$ cat config.mk
export PLATFORM = sky130hd
export DESIGN_NAME = wwd_top
export DESIGN_NICKNAME = d
export VERILOG_FILES = /design/src/rtl/wwd_pkg.sv /design/src/rtl/wwd_prescaler.sv /design/src/rtl/wwd_core.sv /design/src/rtl/wwd_rdmux.sv /design/src/rtl/wwd_top.sv
export SDC_FILE = /design/constraint.sdc
export NUM_CORES = 1
export LEC_CHECK = 0
export ABC_AREA = 0
export BUFFER_PORTS_ARGS = -buffer_cell sky130_fd_sc_hd__buf_4
export CORE_MARGIN = 2
export CORE_UTILIZATION = 54
export CTS_BUF_LIST = sky130_fd_sc_hd__clkbuf_2
export DETAILED_ROUTE_END_ITERATION = 12
export MAX_ROUTING_LAYER = met4
export PLACE_DENSITY_LB_ADDON = 0.08
export SYNTH_ARGS = -nofsm -noshare
export SYNTH_HDL_FRONTEND = slang
export SYNTH_SLANG_ARGS = --single-unit
$ cat constraint.sdc
create_clock -name clk -period 1.73 [get_ports clk]
set_input_delay 0.346 -clock clk [delete_from_list [all_inputs] [get_ports clk]]
set_output_delay 0.346 -clock clk [all_outputs]
set_load 0.01 [all_outputs]
$ cat src/rtl/wwd_pkg.sv
package wwd_pkg;

    localparam int CNT_W = 7;

    typedef enum logic [1:0] {
        REG_CTRL = 2'd0,
        REG_CFG  = 2'd1,
        REG_STAT = 2'd2,
        REG_NONE = 2'd3
    } reg_sel_e;

    localparam logic [CNT_W-1:0] CNT_INIT = 7'h7F;
    localparam logic [CNT_W-1:0] CNT_EDGE = 7'h40;
    localparam logic [CNT_W-1:0] CNT_WARN = 7'h41;

endpackage

$ cat src/rtl/wwd_prescaler.sv
module wwd_prescaler #(
    parameter int PRE_DIV = 4096,
    parameter int TB_W    = 2
) (
    input  logic            clk,
    input  logic            rst_n,
    input  logic [TB_W-1:0] tb_sel,
    output logic            tick
);
    localparam int BASE_W = (PRE_DIV > 1) ? $clog2(PRE_DIV) : 1;
    localparam int TBC_W  = (1 << TB_W) - 1;
    localparam logic [BASE_W-1:0] BASE_LAST = BASE_W'(PRE_DIV - 1);

    typedef struct packed {
        logic [BASE_W-1:0] base;
        logic [TBC_W-1:0]  tbc;
    } pre_st_t;

    pre_st_t st_d, st_q;
    logic    base_wrap;
    logic [TBC_W-1:0] tb_mask;

    always_comb begin
        st_d      = st_q;
        base_wrap = (st_q.base == BASE_LAST);
        tb_mask   = ~({TBC_W{1'b1}} << tb_sel);
        tick      = base_wrap && ((st_q.tbc & tb_mask) == tb_mask);
        if (base_wrap) begin
            st_d.base = '0;
            st_d.tbc  = st_q.tbc + 1'b1;
        end else begin
            st_d.base = st_q.base + 1'b1;
        end
    end

    always_ff @(posedge clk or negedge rst_n) begin
        if (!rst_n) st_q <= '0;
        else        st_q <= st_d;
    end

    generate
        if (PRE_DIV > 1) begin : g_spacing
            a_r2_tick_spacing: assert property (@(posedge clk) disable iff (!rst_n)
                tick |=> !tick);
        end
    endgenerate

endmodule

$ cat src/rtl/wwd_core.sv
module wwd_core
    import wwd_pkg::*;
#(
    parameter int TB_W = 2
) (
    input  logic             clk,
    input  logic             rst_n,
    input  logic             tick,
    input  logic [1:0]       bus_addr,
    input  logic             bus_wen,
    input  logic [9:0]       bus_wdata,
    output logic [CNT_W-1:0] cnt,
    output logic             armed,
    output logic [CNT_W-1:0] win,
    output logic [TB_W-1:0]  tb_sel,
    output logic             ew_en,
    output logic             ew_flag,
    output logic             rst_pulse
);
    typedef struct packed {
        logic [CNT_W-1:0] cnt;
        logic             armed;
        logic [CNT_W-1:0] win;
        logic [TB_W-1:0]  tb;
        logic             ew_en;
        logic             ew_flag;
        logic             rst_pulse;
    } core_st_t;

    localparam core_st_t ST_RESET = '{cnt: CNT_INIT, armed: 1'b0, win: CNT_INIT,
                                      tb: '0, ew_en: 1'b0, ew_flag: 1'b0,
                                      rst_pulse: 1'b0};

    core_st_t st_d, st_q;
    reg_sel_e sel;
    logic     ctrl_wr, cfg_wr, stat_wr, arm_req;

    always_comb begin
        sel     = reg_sel_e'(bus_addr);
        ctrl_wr = bus_wen && (sel == REG_CTRL);
        cfg_wr  = bus_wen && (sel == REG_CFG);
        stat_wr = bus_wen && (sel == REG_STAT);
        arm_req = st_q.armed || bus_wdata[7];

        st_d           = st_q;
        st_d.rst_pulse = 1'b0;

        // flag clear by software; a same-cycle set below wins
        if (stat_wr && !bus_wdata[0]) st_d.ew_flag = 1'b0;

        if (tick) begin
            st_d.cnt = st_q.cnt - 7'd1;
            if (st_q.cnt == CNT_WARN) st_d.ew_flag = 1'b1;
            if (st_q.armed && st_q.cnt == CNT_EDGE) st_d.rst_pulse = 1'b1;
        end

        if (ctrl_wr) begin
            st_d.cnt   = bus_wdata[CNT_W-1:0];
            st_d.armed = arm_req;
            if (st_q.armed && (st_q.cnt > st_q.win)) st_d.rst_pulse = 1'b1;
            if (arm_req && !bus_wdata[6])            st_d.rst_pulse = 1'b1;
        end

        if (cfg_wr) begin
            st_d.win   = bus_wdata[CNT_W-1:0];
            st_d.tb    = bus_wdata[7 +: TB_W];
            st_d.ew_en = bus_wdata[9];
        end
    end

    always_ff @(posedge clk or negedge rst_n) begin
        if (!rst_n) st_q <= ST_RESET;
        else        st_q <= st_d;
    end

    assign cnt       = st_q.cnt;
    assign armed     = st_q.armed;
    assign win       = st_q.win;
    assign tb_sel    = st_q.tb;
    assign ew_en     = st_q.ew_en;
    assign ew_flag   = st_q.ew_flag;
    assign rst_pulse = st_q.rst_pulse;

    a_r2_decrement: assert property (@(posedge clk) disable iff (!rst_n)
        (tick && !ctrl_wr) |=> (st_q.cnt == $past(st_q.cnt) - 7'd1));
    a_r4_armed_sticky: assert property (@(posedge clk) disable iff (!rst_n)
        st_q.armed |=> st_q.armed);
    a_r5_timeout: assert property (@(posedge clk) disable iff (!rst_n)
        (tick && st_q.armed && st_q.cnt == CNT_EDGE) |=> st_q.rst_pulse);
    a_r6_early_refresh: assert property (@(posedge clk) disable iff (!rst_n)
        (ctrl_wr && st_q.armed && st_q.cnt > st_q.win) |=> st_q.rst_pulse);
    a_r7_low_load: assert property (@(posedge clk) disable iff (!rst_n)
        (ctrl_wr && bus_wdata[7] && !bus_wdata[6]) |=> st_q.rst_pulse);
    a_r8_quiet_unarmed: assert property (@(posedge clk) disable iff (!rst_n)
        st_q.rst_pulse |-> ($past(st_q.armed) || $past(ctrl_wr && bus_wdata[7])));
    a_r9_flag_set: assert property (@(posedge clk) disable iff (!rst_n)
        (tick && st_q.cnt == CNT_WARN) |=> st_q.ew_flag);

endmodule

$ cat src/rtl/wwd_rdmux.sv
module wwd_rdmux
    import wwd_pkg::*;
#(
    parameter int TB_W = 2
) (
    input  logic [1:0]       bus_addr,
    input  logic [CNT_W-1:0] cnt,
    input  logic             armed,
    input  logic [CNT_W-1:0] win,
    input  logic [TB_W-1:0]  tb_sel,
    input  logic             ew_en,
    input  logic             ew_flag,
    output logic [9:0]       bus_rdata
);
    always_comb begin
        bus_rdata = '0;
        unique case (reg_sel_e'(bus_addr))
            REG_CTRL: bus_rdata[7:0] = {armed, cnt};
            REG_CFG:  bus_rdata      = {ew_en, tb_sel, win};
            REG_STAT: bus_rdata[0]   = ew_flag;
            default:  bus_rdata      = '0;
        endcase
    end
endmodule

$ cat src/rtl/wwd_top.sv
module wwd_top #(
    parameter int PRE_DIV = 4096
) (
    input  logic       clk,
    input  logic       rst_n,
    input  logic [1:0] bus_addr,
    input  logic       bus_wen,
    input  logic [9:0] bus_wdata,
    output logic [9:0] bus_rdata,
    output logic       wdg_rst_o,
    output logic       early_irq_o
);
    localparam int TB_W = 2;

    logic                     tick;
    logic [wwd_pkg::CNT_W-1:0] cnt, win;
    logic [TB_W-1:0]          tb_sel;
    logic                     armed, ew_en, ew_flag, rst_pulse;

    wwd_prescaler #(.PRE_DIV(PRE_DIV), .TB_W(TB_W)) u_pre (
        .clk(clk), .rst_n(rst_n), .tb_sel(tb_sel), .tick(tick)
    );

    wwd_core #(.TB_W(TB_W)) u_core (
        .clk(clk), .rst_n(rst_n), .tick(tick),
        .bus_addr(bus_addr), .bus_wen(bus_wen), .bus_wdata(bus_wdata),
        .cnt(cnt), .armed(armed), .win(win), .tb_sel(tb_sel),
        .ew_en(ew_en), .ew_flag(ew_flag), .rst_pulse(rst_pulse)
    );

    wwd_rdmux #(.TB_W(TB_W)) u_rd (
        .bus_addr(bus_addr), .cnt(cnt), .armed(armed), .win(win),
        .tb_sel(tb_sel), .ew_en(ew_en), .ew_flag(ew_flag), .bus_rdata(bus_rdata)
    );

    assign wdg_rst_o   = rst_pulse;
    assign early_irq_o = ew_flag && ew_en;

    a_r9_irq_gate: assert property (@(posedge clk) disable iff (!rst_n)
        early_irq_o |-> ew_en);

endmodule

==> metrics.txt <==
status finished with violations; failing checks negative setup slack; area post-placement roughly 2400 µm²; Post-Layout Inst Area 2490 µm²; Lkg Pwr ~1.2 nW; CTS H-Tree Depth 2; port buffer count 26; DRT Pass-1 Iters 4; Remaining DRCs 0; max cap viols 0; Nets 272; global-route wire length before repair 7.05 mm; Min Clock Period, post-route 1740 ps; antenna viol nets, final 0; Num CTS Buffers 5; Sink Count 35; chip height between 60 and 70 µm; initial antenna violation count 0; DRT iter0 DRCs between 70 and 80; endpoints failing setup 1; Rows 22; reg2reg path depth 5; antenna cells 0; Worst R2R End u_core.cnt[4]; period utilization 101%; DR WL/cell 14.1 µm; register area approximately 900 µm²; HP Start bus_wdata[0]; WP data arrival roughly 2000 ps; Filler Cells Inserted 284; multi-input logic area 1080 µm²; CTS Buffer Depth 2; chip width ~65 µm; WS Path Type register to register; CTS root buffer clkbuf_2; Routed WL 4.15 mm; largest net degree at the start of global routing 36; HP Class input port to register; Final Hold Vio Count 0; overall routing resource usage a little under a quarter; Seq/Total Area, Yosys 44.7%; die area ~4200 µm²; Synth Flop Type dfrtp_1; total number of vias 1556; vias in the first global route 1564; Overflow after GRT 0; slew margin rel. about 67%; initial core utilization a little under three fifths; Setup TNS Final -10.4 ps; Worst Skew 17.1 ps; Cells after Synth 194; r2r setup slk -10 ps; Worst-Margin Slew 498 ps; FF-to-FF Start u_pre.st_q[2]; clock slew seen by the registers of the worst setup and hold paths approximately 170 ps; I/O pins 27; Mapped Area about 2000 µm²; number of synthesized flops with an enable pin 0; Mapped Avg Cell Area just over 10 µm²; Net Count, Synth approximately 220; hpwl dp between 3 and 4 mm; hold depth 3; post-synthesis cell type count 37; Cell Pwr Density 757 nW/µm²; CP Capture Type register; share of cells above drive strength 1 37.4%; TritonCTS clock tree done; Startpoint Class register; RSZ-0062 raised after global routing yes; Max IR drop VDD ~0.00044 V; Synth Register Bits 35; GPL Wtd Cong between 0.8 and 0.9; Area Growth Syn to Fin 24.7%; CP max FO 5; ys async rst share between 90% and 100%; core area ~3600 µm²; Hold EP u_core.cnt[0]; Max Clock Freq 575 MHz; clock latency on the worst-skew pair 360 ps; vias per cell ~5.3; yosys warns 0; Slew Limit Fails 0; worst path required time 2010 ps; worst setup margin -10.4 ps
==> sequential cells by signal, indices dropped and copies added, names as in the netlist <==
register,cells
u_core.ew_flag,1
u_core.rst_pulse,1
u_core.armed,1
u_pre.st_q,15
u_core.tb_sel,2
u_core.cnt,7
u_core.win,7
u_core.ew_en,1
==> cell usage after synthesis (all sizes together), types with 3 or more instances <==
cell type / number / share of area [%]
a21oi: 5 / 1.3
and2: 4 / 1.3
dfrtp: 21 / 26
dfstp: 14 / 18
ha: 12 / 7.5
inv: 14 / 2.6
mux2: 12 / 6.8
mux2i: 9 / 4.5
nand2: 11 / 2.1
nand2b: 3 / 0.94
nand3: 7 / 1.8
nand4: 5 / 1.9
nor2: 24 / 4.5
nor2b: 3 / 0.94
o21ai: 9 / 2.3
xnor2: 8 / 3.5
xor2: 6 / 2.6
==> power by group <==
part | switching (mW) | total [mW] | internal [mW]
clock | 0.255 | 0.354 | 0.0995
combinational | 0.256 | 0.521 | 0.265
sequential | 0.0745 | 1.01 | 0.940
total | 0.585 | 1.89 | 1.30
==> cell type report <==
type,count,area share [%]
Clock inverter,2,0.351
Multi-Input combinational cell,141,43.4
Inverter,14,2.11
Clock buffer,6,1.20
Sequential cell,35,35.8
Timing Repair Buffer,48,14.7
Tap cell,48,2.41
==> routing by layer <==
| metal | track usage, % | routed length (µm) | vias up | part of all wire (%) |
|---|---|---|---|---|
| met4 | 5.59 | 25 | 0 | 0.60 |
| met5 | - | 0 | - | 0 |
| li1 | - | - | 766 | - |
| met1 | 25.9 | 1770 | 762 | 43 |
| met3 | 6.77 | 128 | 4 | 3.1 |
| met2 | 40.2 | 2230 | 24 | 54 |
==> placed cells by master, fill, tap and decap left out, types with 2 or more instances in the layout <==
master    Yosys  routed
mux2_2       12      12
nor2_1       24      24
nand2b_1      3       3
nand3_1       7       6
dfrtp_1      21      21
ha_1         12      11
dfstp_2      14      14
and2_1        4       4
nor2b_1       3       3
mux2i_1       9       9
o21ai_1       3       6
o211ai_1      2       2
xnor2_1       8       7
a31oi_1       2       2
and4bb_2      2       2
a21boi_1      2       2
nor3_1        2       2
nand2_1      11      11
and3_1        2       2
inv_1        14      14
buf_4         0      46
a21o_1        2       2
nand4_1       4       4
o21ai_0       6       3
xor2_1        6       6
clkbuf_2      0       6
a21oi_1       5       4
==> cell families (layout without fill, tap and decap cells) <==
kind of cell	after synthesis	in the layout	synth area share [%]
adder cells (fa/ha/maj)	12	12	7.50
flip-flops	35	35	44.7
AO/OA/AOI/OAI	24	24	7.19
buffers and inverters	18	70	3.50
multiplexers	21	21	11.3
XOR/XNOR	14	14	6.13
AND/OR/NAND/NOR	70	70	19.8
==> critical path, cell delays in order, from the launching register on <==
cell,delay [ps]
dfrtp_1,420
nand2b_1,140
a21boi_1,420
and4bb_2,320
a21o_1,180
a31oi_1,170
==> how the worst max path moves through the flow <==
stage | start | endpoint | depth (start not counted)
2_1_floorplan | u_pre.st_q[3] | u_core.cnt[1] | 6
3_3_place_gp | u_pre.st_q[4] | u_pre.st_q[1] | 5
4_1_cts | u_core.cnt[0] | bus_rdata[0] | 3
5_1_grt | u_pre.st_q[3] | u_core.cnt[0] | 8
6_report | u_pre.st_q[2] | u_core.cnt[4] | 5
3_5_place_dp | u_pre.st_q[4] | u_pre.st_q[1] | 5
==> through the flow <==
stage | worst slack (ps) | util [%] | hold slack (ps) | cells | total power [mW]
after floorplan | -5.83 | - | 50.4 | 194 | 1.31
after global placement | -5.54 | 65.6 | 319 | 278 | 1.49
after detailed placement | -67.1 | 65.6 | 323 | 278 | 1.51
after CTS | 7.75 | 67.7 | 157 | 290 | 1.88
after global routing | -121 | 69.2 | 138 | 294 | 2.02
final | -10.4 | 69.2 | 181 | 294 | 1.89
==> repair_timing <==
| item | 4_1_cts | 5_1_grt |
|---|---|---|
| endpoints found under the setup margin | 5 | 13 |
| endpoints found under the hold margin | 21 | 0 |
| hold buffers | 1 | 0 |
| resized for setup | 1 | 7 |
| setup buffers | 3 | 4 |
| pin swaps | 3 | 7 |
Power figures use the tool's default switching activity.
